### config.mk
export PLATFORM = sky130hd
export DESIGN_NAME = pld_macrocell2
export DESIGN_NICKNAME = d
export VERILOG_FILES = /design/src/rtl/pld_mc_pkg.sv /design/src/rtl/pld_mc_flop.sv /design/src/rtl/pld_mc_outsel.sv /design/src/rtl/pld_macrocell2.sv
export SDC_FILE = /design/constraint.sdc
export NUM_CORES = 1
export LEC_CHECK = 0
export ABC_AREA = 1
export BUFFER_PORTS_ARGS = -buffer_cell sky130_fd_sc_hd__buf_2
export CORE_AREA = 2 2 39 41
export DETAILED_ROUTE_END_ITERATION = 12
export DIE_AREA = 0 0 41 43
export PLACE_DENSITY_LB_ADDON = 0.1
export SYNTH_ARGS = -nofsm -noshare
export SYNTH_HDL_FRONTEND = slang
export SYNTH_SLANG_ARGS = --single-unit
### constraint.sdc
create_clock -name clk_i -period 1.2 [get_ports clk_i]
set_clock_uncertainty 0.1 [all_clocks]
set_input_delay 0.3 -clock clk_i [delete_from_list [all_inputs] [get_ports clk_i]]
set_output_delay 0.3 -clock clk_i [all_outputs]
set_load 0.1 [all_outputs]
### src/rtl/pld_mc_pkg.sv
package pld_mc_pkg;
  localparam int unsigned NREG = 2;
  localparam int unsigned MIN_TERMS = 4;
  localparam int unsigned MAX_TERMS = 8;

  typedef enum logic [1:0] {
    SRC_SUM1  = 2'd0,
    SRC_JOIN  = 2'd1,
    SRC_REG1  = 2'd2,
    SRC_REG2  = 2'd3
  } mc_src_e;
endpackage

### src/rtl/pld_mc_flop.sv
module pld_mc_flop (
  input  logic clk_i,
  input  logic rst_ni,
  input  logic ck_term_i,
  input  logic arst_i,
  input  logic preset_i,
  input  logic load_en_i,
  input  logic hold_i,
  input  logic load_val_i,
  input  logic d_i,
  output logic q_o
);
  logic ck_q, q;
  logic edge_w;

  assign edge_w = ck_term_i & ~ck_q;

  // ck_q resets high: a term already high at release is not an edge
  always_ff @(posedge clk_i or negedge rst_ni) begin
    if (!rst_ni) begin
      ck_q <= 1'b1;
      q    <= 1'b0;
    end else begin
      ck_q <= ck_term_i;
      if (arst_i)          q <= 1'b0;
      else if (edge_w) begin
        if (load_en_i)     q <= load_val_i;
        else if (hold_i)   q <= q;
        else if (preset_i) q <= 1'b1;
        else               q <= d_i;
      end
    end
  end

  assign q_o = arst_i ? 1'b0 : q;

  AST_ARST_CLEARS: assert property (@(posedge clk_i) disable iff (!rst_ni)
    arst_i |=> (q == 1'b0));
  AST_NO_EDGE_HOLD: assert property (@(posedge clk_i) disable iff (!rst_ni)
    (!arst_i && !(ck_term_i && !ck_q)) |=> (q == $past(q)));
  AST_PRESET_SETS: assert property (@(posedge clk_i) disable iff (!rst_ni)
    (!arst_i && ck_term_i && !ck_q && preset_i && !load_en_i && !hold_i) |=> q);
  AST_PRELOAD_LOADS: assert property (@(posedge clk_i) disable iff (!rst_ni)
    (!arst_i && ck_term_i && !ck_q && load_en_i) |=> (q == $past(load_val_i)));
endmodule

### src/rtl/pld_mc_outsel.sv
module pld_mc_outsel
  import pld_mc_pkg::*;
(
  input  logic            sum1_i,
  input  logic            sum_or_i,
  input  logic [NREG-1:0] q_i,
  input  mc_src_e         src_i,
  input  logic            invert_i,
  input  logic            oe_term_i,
  input  logic            preload_i,
  input  logic            secure_i,
  input  logic            verify_i,
  output logic            pad_o,
  output logic            pad_oe_o
);
  logic pick;

  always_comb begin
    unique case (src_i)
      SRC_SUM1: pick = sum1_i;
      SRC_JOIN: pick = sum_or_i;
      SRC_REG1: pick = q_i[0];
      SRC_REG2: pick = q_i[1];
      default:  pick = 1'b0;
    endcase
  end

  assign pad_o    = pick ^ invert_i;
  assign pad_oe_o = oe_term_i & ~preload_i & ~(secure_i & verify_i);
endmodule

### src/rtl/pld_macrocell2.sv
module pld_macrocell2
  import pld_mc_pkg::*;
#(
  parameter int unsigned P1_TERMS = 8,
  parameter int unsigned P2_TERMS = 8
) (
  input  logic                clk_i,
  input  logic                rst_ni,
  input  logic [P1_TERMS-1:0] pt1_i,
  input  logic [P2_TERMS-1:0] pt2_i,
  input  logic [NREG-1:0]     clk_term_i,
  input  logic [NREG-1:0]     arst_term_i,
  input  logic                preset_i,
  input  logic                oe_term_i,
  input  logic                join_i,
  input  logic [1:0]          src_i,
  input  logic                invert_i,
  input  logic                secure_i,
  input  logic                verify_i,
  input  logic                preload_i,
  input  logic                preload_sel_i,
  input  logic                pad_i,
  output logic                pad_o,
  output logic                pad_oe_o,
  output logic                pin_fb_o,
  output logic [NREG-1:0]     fb_q_o
);
  if (P1_TERMS < MIN_TERMS || P1_TERMS > MAX_TERMS ||
      P2_TERMS < MIN_TERMS || P2_TERMS > MAX_TERMS) begin : g_bad_cfg
    $error("product term count out of range");
  end

  logic            sum1, sum2, sum_or;
  logic [NREG-1:0] d;

  assign sum1   = |pt1_i;
  assign sum2   = |pt2_i;
  assign sum_or = sum1 | sum2;
  assign d[0]   = join_i ? sum_or : sum1;
  assign d[1]   = sum2;

  for (genvar g = 0; g < NREG; g++) begin : g_reg
    localparam logic SEL = 1'(g);
    pld_mc_flop u_flop (
      .clk_i      (clk_i),
      .rst_ni     (rst_ni),
      .ck_term_i  (clk_term_i[g]),
      .arst_i     (arst_term_i[g]),
      .preset_i   (preset_i),
      .load_en_i  (preload_i && (preload_sel_i == SEL)),
      .hold_i     (preload_i && (preload_sel_i != SEL)),
      .load_val_i (pad_i),
      .d_i        (d[g]),
      .q_o        (fb_q_o[g])
    );
  end

  pld_mc_outsel u_outsel (
    .sum1_i    (sum1),
    .sum_or_i  (sum_or),
    .q_i       (fb_q_o),
    .src_i     (mc_src_e'(src_i)),
    .invert_i  (invert_i),
    .oe_term_i (oe_term_i),
    .preload_i (preload_i),
    .secure_i  (secure_i),
    .verify_i  (verify_i),
    .pad_o     (pad_o),
    .pad_oe_o  (pad_oe_o)
  );

  assign pin_fb_o = pad_i;

  AST_SECURE_HIZ: assert property (@(posedge clk_i) disable iff (!rst_ni)
    (secure_i && verify_i) |-> !pad_oe_o);
  AST_PRELOAD_HIZ: assert property (@(posedge clk_i) disable iff (!rst_ni)
    preload_i |-> !pad_oe_o);
  AST_ARST_VISIBLE: assert property (@(posedge clk_i) disable iff (!rst_ni)
    arst_term_i[0] |-> !fb_q_o[0]);
  AST_SRC_REG2: assert property (@(posedge clk_i) disable iff (!rst_ni)
    (src_i == 2'd3) |-> (pad_o == (fb_q_o[1] ^ invert_i)));
endmodule

# Word-level counts from Yosys, hierarchy flattened

Cells that the tools add are included.
W data, S select, Z words.

Output and inout bits: 5
Register bits: 4
Logic and storage cells: 44
Input port bits: 33

Equal/unequal tests: 5
Muxes and demuxes: 14
Bitwise gates (word level): 12
Reductions and logical operators: 9

Operator list:

| cell                 | number |
|---|---|
| $reduce_or A8 Y1     | 2 |
| $mux W1              | 13 |
| $and A1 B1 Y1        | 5 |
| $not A1 Y1           | 5 |
| $eq A2 B2 Y1 const B | 2 |
| $pmux W1 S4          | 1 |
| $reduce_and A2 Y1    | 2 |
| $reduce_bool A2 Y1   | 2 |
| $ne A3 B2 Y1 const B | 1 |
| $ne A3 B3 Y1 const B | 1 |
| $eq A2 B1 Y1 const B | 1 |
| $logic_and A1 B1 Y1  | 2 |
| $logic_not A2 Y1     | 1 |
| $or A1 B1 Y1         | 1 |
| $xor A1 B1 Y1        | 1 |

# Depth between registers and ports, before layout

Gate-level depths: netlist of run 1.

Depth in word-level cells: 8
Depth in mapped cells: 7
Mapped depth without buffers: 7

# Cells and area by module

From an unflattened synthesis of run 1, not the netlist that was laid out.

Cell total of the unflattened synthesis: 74
Area, all modules: 401.6 µm²

By module, submodules not included:

| module         | cells an instance | times used | area each (µm²) |
|---|---|---|---|
| pld_mc_flop    | 17                | 2          | 116.4 |
| pld_macrocell2 | 24                | 1          | 100.1 |
| pld_mc_outsel  | 16                | 1          | 68.8 |

# Worst setup path before layout of run 1

No wires, ideal clock.

Path kind: input-to-output
From: in preload_i
To: out pad_oe_o
Buffers on the path: 0
Path slack: -1.057 ns
Cell stages on the path: 3
Arrival: 1.857 ns
Cells stage by stage: inv_2 -> nand2_1 -> a21oi_1

Cells in the longest elaborated chain, start to end: 3

RTL lines:

| what                       | RTL line             | source |
|---|---|---|
| start, declared            | pld_macrocell2.sv:20 | `input logic preload_i,` |
| $not A1 Y1                 | pld_mc_outsel.sv:29  | `assign pad_oe_o = oe_term_i & ~preload_i & ~(secure_i & verify_i);` |
| $and A1 B1 Y1 (2 in a row) | pld_mc_outsel.sv:29  |  |
| end, declared              | pld_macrocell2.sv:24 | `output logic pad_oe_o,` |

No other way between the ends.

# Worst setup path in the final report of run 1

From: reg g_reg[1].u_flop.q
To: out pad_o

Cells in the longest elaborated chain, start to end: 3

RTL lines:

| what                   | RTL line             | source |
|---|---|---|
| start, declared        | pld_mc_flop.sv:13    | `logic ck_q, q;` |
| start signal, assigned | pld_mc_flop.sv:27    | `if (load_en_i) q <= load_val_i;` |
| start signal, assigned | pld_mc_flop.sv:28    | `else if (hold_i) q <= q;` |
| start signal, assigned | pld_mc_flop.sv:30    | `else q <= d_i;` |
| $mux W1                | pld_mc_flop.sv:35    | `assign q_o = arst_i ? 1'b0 : q;` |
| $pmux W1 S4            | pld_mc_outsel.sv:19  | `unique case (src_i)` |
| $xor A1 B1 Y1          | pld_mc_outsel.sv:28  | `assign pad_o = pick ^ invert_i;` |
| end, declared          | pld_macrocell2.sv:23 | `output logic pad_o,` |

No other way between the ends.

==> impl_summary.log, run 1 <==
INFO  metric critical_path.slowest_cell = sky130_fd_sc_hd__dfrtp_1
INFO  metric htreeDepth = 1
INFO  metric power_internal = 386 µW
INFO  metric worst_slack_at_placement = -432 ps
INFO  metric holdCritPathClass = primary input to flip-flop
INFO  metric worst_r2r_endpoint = g_reg[0].u_flop.q$_DFFE_PN0P_
INFO  metric clock_share_of_power = 27.5%
INFO  metric switching_power_as_a_share_of_total_power = 34.2%
INFO  metric floorplan.initialDensity = 25.4%
INFO  metric place_congestion = 0.679
INFO  metric logic_gate_share_of_total_power = 47.2%
INFO  metric synthCells = 57
INFO  metric drt_first_pass_iters = 2
INFO  metric path_cells = inv_1, nor2_2, nand2_1, nand3_2, nand2_1, nand2_2, nand2_8, buf_12
INFO  metric detailroute.via_count = 507
INFO  metric post_drt_wl_per_cell = 8.27 µm
INFO  metric rr_startpoint = g_reg[0].u_flop.ck_q$_DFF_PN1_
INFO  metric clk_pin_slew_worst_paths = 40 ps
INFO  metric final_layout_size_suffix_gt1_share = 65.4%
INFO  metric post-dp-hpwl = 893 µm
INFO  metric biggest_cell_delay_along_the_critical_path = 330 ps
INFO  metric failing_checks = negative setup slack
INFO  metric drc = 0
INFO  metric static-leakage-power = 0.409 nW
INFO  metric met2_length = 568 µm
INFO  metric synth_top_cells_by_area = sky130_fd_sc_hd__nand2_1 17%, sky130_fd_sc_hd__dfstp_2 15%, sky130_fd_sc_hd__dfrtp_1 14%, sky130_fd_sc_hd__nor2_1 14%, sky130_fd_sc_hd__buf_4 6.4%
INFO  metric critPathBufInv = 2
INFO  metric cell_occurring_most_often_along_the_worst_timing_path = sky130_fd_sc_hd__nand2_1
INFO  metric via_per_inst = 4.12
INFO  metric clockBufferDepth = 2
INFO  metric synth.lib_cells_used.distinct = 17
INFO  metric worst_slew_pin_slew = 191 ps
INFO  metric outcome = complete, but fails checks
INFO  metric post-route-worst-setup-slack = -447 ps
INFO  metric holdPathStages = 1
INFO  metric floorplan.rows = 14
INFO  metric via_count_of_the_first_global_routing_pass = 474
INFO  metric tritoncts_clock_tree = yes
INFO  metric worstSetupStartpointType = flip-flop
INFO  metric finalHoldWorstSlack = 78.1 ps
INFO  metric synthToLayoutAreaGrowth = 132%
INFO  metric arrival = 1250 ps
INFO  metric required_time_at_the_endpoint_of_the_critical_path = 800 ps
INFO  metric crit_start = g_reg[1].u_flop.q$_DFFE_PN0P_
INFO  metric critical_path_peak_fanout = 2
INFO  metric route.met3.wl = 77 µm
INFO  metric seqCellArea = 103 µm²
INFO  metric power.density_cell_area = 717 mW/mm²
INFO  metric maxClockFrequency = 0.607 GHz
INFO  metric count_of_routing_violations_after_the_opening_detailed_route_iteration = 1
INFO  metric final.fill_count = 143
INFO  metric critPathTopFamily = simple AND/OR/NAND/NOR gates
INFO  metric min_period = 1650 ps
INFO  metric final_net_count = 142
INFO  metric netSwitchingPower = 200 µW
INFO  metric cts_inserted_buffers = 3
INFO  metric avgSynthCellArea = 6.17 µm²
INFO  metric cts.sinks = 4
INFO  metric chipWidth = 41 µm
INFO  metric top_level_ports = 38
INFO  metric mappedNetlistArea = 352 µm²
INFO  metric vdd_ir_drop_max = 0.000560 V
INFO  metric clk_root_buffer_cell = sky130_fd_sc_hd__clkbuf_4
INFO  metric track_usage = 14.1%
INFO  metric setup_viols_final = 4
INFO  metric grt_pass1_wl = 1630 µm
INFO  metric route.layer.met1.wl = 362 µm
INFO  metric dieHeight = 43 µm
INFO  metric hold_viol_final = 0
INFO  metric final-max-slew-violation-count = 0
INFO  metric grt_start_max_net_pins = 5
INFO  metric grt_antenna_before_repair = 0
INFO  metric finalWirelength = 1020 µm
INFO  metric max-slew-margin-rel = 87.2%
INFO  metric biggest_area_consumer_among_synthesized_cells = sky130_fd_sc_hd__nand2_1
INFO  metric synth_top_area_share = 17.1%
INFO  metric final_antenna_net_count = 0
INFO  metric layout_commonest_cell = sky130_fd_sc_hd__buf_2
INFO  metric maxCapViolCount = 0
INFO  metric mostFrequentLayoutCells = 31 x sky130_fd_sc_hd__buf_2, 12 x sky130_fd_sc_hd__nand2_1, 12 x sky130_fd_sc_hd__buf_4, 8 x sky130_fd_sc_hd__nor2_1, 5 x sky130_fd_sc_hd__buf_12
INFO  metric fp.dieArea = 0.00176 mm²
INFO  metric timing.setup.critical_path_class = flip-flop to primary output
INFO  metric worstSetupEndpoint = pad_o
INFO  metric syn-num-nets = 90
INFO  metric timing.reg2reg.worst_path_depth = 4
INFO  metric route.top_layer_used = met4
INFO  metric layout_worst_path_cycle_share = 137%
INFO  metric finalSetupTns = -870 ps
INFO  metric rsz0062_at_grt = true
INFO  metric multiInputGateArea = 280 µm²
INFO  metric num_antenna_cells = 0
INFO  metric grt_overflow_total = 0
INFO  metric crit_cells = 8
INFO  metric clkLatencyLatePin = 230 ps
INFO  metric synthesis.yosys.warnings = 0
INFO  metric seq_area_frac_synth = 29.2%
INFO  metric port_buffer_count = 37
INFO  metric sequentialPowerShare = 25.3%
INFO  metric critPathCaptureType = primary output
INFO  metric floorplan_core_area = 0.00138 mm²
INFO  metric reg2reg_setup_slack = 210 ps
INFO  metric synth-seq-cells = 4
==> repair_timing <==
item / CTS / global route
setup buffers: 4 / 1
setup endpoints to repair: 4 / 5
endpoints found under the hold margin: 4 / 0
hold buffers: 1 / 0
pin swaps: 5 / 4
gates resized for setup: 9 / 2
==> per-layer routing <==
metal  vias up  GRT usage [%]
met5         -              0
met4         0           12.0
met3         2           3.14
met2        19           21.9
met1       207           14.9
li1        279              -
==> stage by stage <==
step	total power, mW	cells	instance area, µm²	utilization [%]
global route	0.629	123	817	59.0
finish	0.586	123	817	59.0
CTS	0.602	124	828	59.9
global placement	0.408	117	739	53.4
floorplan	0.283	57	407	-
detailed placement	0.411	117	739	53.4
==> power by group through the flow <==
| stage | Sequential [mW] | Combinational (mW) | Clock (mW) |
|---|---|---|---|
| after floorplan | 0.150 | 0.133 | 0 |
| after global placement | 0.150 | 0.258 | 0 |
| after detailed placement | 0.150 | 0.261 | 0 |
| after CTS | 0.148 | 0.282 | 0.171 |
| after global routing | 0.149 | 0.298 | 0.181 |
| final | 0.149 | 0.277 | 0.161 |
==> flip-flops by register name, summed over array words and instances (netlist names) <==
signal,cells
g.u_flop.ck_q,2
g.u_flop.q,2
==> kinds of logic after synthesis <==
logic type      after synthesis  synth area share, %
simple gates                 38                 48.4
buf+inv                       8                 11.7
compound gates                7                 10.7
flops                         4                 29.2
==> how the worst min path moves through the flow <==
| stage | from | to | slack (ps) |
|---|---|---|---|
| finish | clk_term_i[1] | g_reg[1].u_flop.ck_q$_DFF_PN1_ | 80 |
| detailed placement | rst_ni | g_reg[1].u_flop.q$_DFFE_PN0P_ | 6 |
| global route | clk_term_i[1] | g_reg[1].u_flop.ck_q$_DFF_PN1_ | 60 |
| CTS | clk_term_i[1] | g_reg[1].u_flop.ck_q$_DFF_PN1_ | 70 |
| global placement | rst_ni | g_reg[1].u_flop.q$_DFFE_PN0P_ | 6 |
| floorplan | rst_ni | g_reg[0].u_flop.q$_DFFE_PN0P_ | -100 |
==> synth_stat cells (all sizes together) <==
cell type  count
a21oi          3
buf            3
dfrtp          2
dfstp          2
inv            5
nand2         16
nand3          3
nand3b         1
nor2          14
nor3           3
nor3b          1
o21ai          3
o21bai         1
==> layout make-up <==
class / count / share of cell area, %
well taps: 16 / 2.45
clock buffers: 3 / 2.76
repair buffers: 50 / 45.3
flip-flops and latches: 4 / 12.6
multi-input cells: 45 / 34.3
inverters: 5 / 2.60
Note: power is estimated with default switching activity, not from simulation.
==> run 2, diff against run 1 <==
--- a/config.mk
+++ b/config.mk
@@ -6,11 +6,13 @@
 export NUM_CORES = 1
 export LEC_CHECK = 0
 export ABC_AREA = 1
-export BUFFER_PORTS_ARGS = -buffer_cell sky130_fd_sc_hd__buf_2
-export CORE_AREA = 2 2 39 41
+export CELL_PAD_IN_SITES_DETAIL_PLACEMENT = 2
+export CELL_PAD_IN_SITES_GLOBAL_PLACEMENT = 2
+export CORE_UTILIZATION = 23
 export DETAILED_ROUTE_END_ITERATION = 12
-export DIE_AREA = 0 0 41 43
+export DONT_BUFFER_PORTS = 1
 export PLACE_DENSITY_LB_ADDON = 0.1
+export SKIP_CTS_REPAIR_TIMING = 1
 export SYNTH_ARGS = -nofsm -noshare
 export SYNTH_HDL_FRONTEND = slang
 export SYNTH_SLANG_ARGS = --single-unit
==> impl_summary.log, run 2 (same netlist as run 1, synthesis figures left out) <==
INFO  metric critical_path_peak_fanout = 2 (unchanged)
INFO  metric design_power_total = 478 µW (was 586 µW)
INFO  metric grt_antenna_before_repair = 0 (unchanged)
INFO  metric holdCritPathClass = primary input to flip-flop (unchanged)
INFO  metric fp.dieArea = 0.00169 mm² (was 0.00176 mm²)
INFO  metric final_net_count = 104 (was 142)
INFO  metric grt_overflow_total = 0 (unchanged)
INFO  metric vdd_ir_drop_max = 0.000525 V (was 0.000560 V)
INFO  metric post_drt_wl_per_cell = 14.1 µm (was 8.27 µm)
INFO  metric clk_root_buffer_cell = sky130_fd_sc_hd__clkbuf_4 (unchanged)
INFO  metric timing.reg2reg.worst_path_depth = 6 (was 4)
INFO  metric netSwitchingPower = 157 µW (was 200 µW)
INFO  metric final_util = 42.6% (was 59.0%)
INFO  metric num_antenna_cells = 0 (unchanged)
INFO  metric final.fill_count = 168 (was 143)
INFO  metric finalNonFillerCells = 84 (was 123)
INFO  metric power.density_cell_area = 822 mW/mm² (was 717 mW/mm²)
INFO  metric path_cells = inv_1, nor2_2, nand2_1, nand3_2, nand3_2, nand2_8 (was inv_1, nor2_2, nand2_1, nand3_2, nand2_1, nand2_2, nand2_8, buf_12)
INFO  metric critPathTopFamily = simple AND/OR/NAND/NOR gates (unchanged)
INFO  metric maxCapViolCount = 0 (unchanged)
INFO  metric multiInputGateArea = 280 µm² (unchanged)
INFO  metric mostFrequentLayoutCells = 12 x sky130_fd_sc_hd__nand2_1, 8 x sky130_fd_sc_hd__nor2_1, 5 x sky130_fd_sc_hd__buf_4 (was 31 x sky130_fd_sc_hd__buf_2, 12 x sky130_fd_sc_hd__nand2_1, 12 x sky130_fd_sc_hd__buf_4, 8 x sky130_fd_sc_hd__nor2_1, 5 x sky130_fd_sc_hd__buf_12)
INFO  metric drc = 0 (unchanged)
INFO  metric track_usage = 13.2% (was 14.1%)
INFO  metric final_layout_size_suffix_gt1_share = 44.9% (was 65.4%)
INFO  metric power_internal = 321 µW (was 386 µW)
INFO  metric worst_slack_at_placement = -284 ps (was -432 ps)
INFO  metric clk_pin_slew_worst_paths = 40 ps (about the same)
INFO  metric finalSetupTns = -852 ps (was -870 ps)
INFO  metric max-slew-margin-rel = 86.8% (was 87.2%)
INFO  metric seqCellArea = 103 µm² (unchanged)
INFO  metric via_count_of_the_first_global_routing_pass = 371 (was 474)
INFO  metric min_period = 1640 ps (was 1650 ps)
INFO  metric chipWidth = 41.1 µm (was 41 µm)
INFO  metric timing.setup.critical_path_class = flip-flop to primary output (unchanged)
INFO  metric rsz0062_at_grt = true (unchanged)
INFO  metric grt_pass1_wl = 1420 µm (was 1630 µm)
INFO  metric critical_path.slowest_cell = sky130_fd_sc_hd__dfrtp_1 (unchanged)
INFO  metric reg2reg_setup_slack = 120 ps (was 210 ps)
INFO  metric post-route-worst-setup-slack = -439 ps (was -447 ps)
INFO  metric final-max-slew-violation-count = 0 (unchanged)
INFO  metric clockBufferDepth = 2 (unchanged)
INFO  metric arrival = 1240 ps (was 1250 ps)
INFO  metric dieHeight = 41.1 µm (was 43 µm)
INFO  metric floorplan.rows = 13 (was 14)
INFO  metric port_buffer_count = 0 (was 37)
INFO  metric worstSetupStartpointType = flip-flop (unchanged)
INFO  metric cell_occurring_most_often_along_the_worst_timing_path = sky130_fd_sc_hd__nand3_2 (was sky130_fd_sc_hd__nand2_1)
INFO  metric layout_commonest_cell = sky130_fd_sc_hd__nand2_1 (was sky130_fd_sc_hd__buf_2)
INFO  metric static-leakage-power = 0.237 nW (was 0.409 nW)
INFO  metric clock_share_of_power = 33.7% (was 27.5%)
INFO  metric htreeDepth = 1 (unchanged)
INFO  metric finalWirelength = 1190 µm (was 1020 µm)
INFO  metric final_antenna_net_count = 0 (unchanged)
INFO  metric required_time_at_the_endpoint_of_the_critical_path = 800 ps (about the same)
INFO  metric top_flop_regs = g.u_flop.ck_q: 2 flops, g.u_flop.q: 2 flops (unchanged)
INFO  metric count_of_routing_violations_after_the_opening_detailed_route_iteration = 2 (was 1)
INFO  metric critPathBufInv = 1 (was 2)
INFO  metric outcome = complete, but fails checks (unchanged)
INFO  metric cts.sinks = 4 (unchanged)
INFO  metric dpl.cell_count = 77 (was 117)
INFO  metric switching_power_as_a_share_of_total_power = 32.9% (was 34.2%)
INFO  metric clkLatencyLatePin = 230 ps (about the same)
INFO  metric maxClockFrequency = 0.610 GHz (was 0.607 GHz)
INFO  metric place_congestion = 0.639 (was 0.679)
INFO  metric top_level_ports = 38 (unchanged)
INFO  metric via_per_inst = 5.04 (was 4.12)
INFO  metric holdPathStages = 3 (was 1)
INFO  metric biggest_cell_delay_along_the_critical_path = 350 ps (was 330 ps)
INFO  metric hold_viol_final = 0 (unchanged)
INFO  metric logic_gate_share_of_total_power = 35.0% (was 47.2%)
INFO  metric failing_checks = negative setup slack (unchanged)
INFO  metric synthToLayoutAreaGrowth = 65.5% (was 132%)
INFO  metric tritoncts_clock_tree = yes (unchanged)
INFO  metric floorplan.initialDensity = 25.7% (was 25.4%)
INFO  metric floorplan_core_area = 0.00137 mm² (was 0.00138 mm²)
INFO  metric cts_inserted_buffers = 3 (unchanged)
INFO  metric detailroute.via_count = 423 (was 507)
INFO  metric setup_viols_final = 3 (was 4)
INFO  metric crit_cells = 6 (was 8)
INFO  metric critPathCaptureType = primary output (unchanged)
INFO  metric sequentialPowerShare = 31.3% (was 25.3%)
INFO  metric drt_first_pass_iters = 2 (unchanged)
INFO  metric post-dp-hpwl = 987 µm (was 893 µm)
INFO  metric grt_start_max_net_pins = 5 (unchanged)
INFO  metric worst_slew_pin_slew = 196 ps (was 191 ps)
INFO  metric layout_worst_path_cycle_share = 137% (about the same)
run 2: cell types whose count changed in the layout (fill, tap and decap cells not counted), sizes merged:
cell and change:
buf -40, dlygate4sd3 +2
run 2: metrics by stage:
stage	hold WS (ps)	instance area, µm²
final	144	582
after detailed placement	-95.5	480
after global routing	152	582
after CTS	-344	503
after global placement	-95.5	480
after floorplan	-95.6	407
run 2: cell type report:
type                       instances  share of cell area, %
tap                               15                   3.23
timing repair buffer              12                   23.9
inverter                           5                   3.23
multi-input combinational         45                   48.2
sequential                         4                   17.6
clock buffer                       3                   3.87
run 2: metal layers:
metal  up-vias  global-route usage, %  wire [µm]  share of wire, %
met5         -                      0          0                 0
met4         0                   7.26          0                 0
met3         0                   3.26        110               9.3
met2        25                   23.4        653                55
met1       195                   14.0        421                36
li1        203                      -          -                 -
run 2: path summary, 6_finish.rpt:
check,start,endpoint
max,g_reg[1].u_flop.q$_DFFE_PN0P_,pad_o
min,arst_term_i[0],g_reg[0].u_flop.q$_DFFE_PN0P_
max reg2reg,g_reg[0].u_flop.q$_DFFE_PN0P_,g_reg[0].u_flop.q$_DFFE_PN0P_
min reg2reg,g_reg[1].u_flop.q$_DFFE_PN0P_,g_reg[1].u_flop.q$_DFFE_PN0P_
max in group asynchronous,rst_ni,g_reg[0].u_flop.ck_q$_DFF_PN1_
min in group asynchronous,rst_ni,g_reg[0].u_flop.q$_DFFE_PN0P_
run 2: power groups by stage:
| stage | registers (mW) | logic (mW) | clock network [mW] |
|---|---|---|---|
| 6_report | 0.150 | 0.168 | 0.161 |
| 5_1_grt | 0.151 | 0.178 | 0.184 |
| 4_1_cts | 0.149 | 0.144 | 0.171 |
| 3_5_place_dp | 0.151 | 0.143 | 0 |
| 3_3_place_gp | 0.150 | 0.140 | 0 |
| 2_1_floorplan | 0.150 | 0.133 | 0 |
run 2: tightest hold or removal path: stages:
cell,delay (ps)
sky130_fd_sc_hd__nor3_1,30
sky130_fd_sc_hd__nand2_1,60
sky130_fd_sc_hd__nand2_1,50
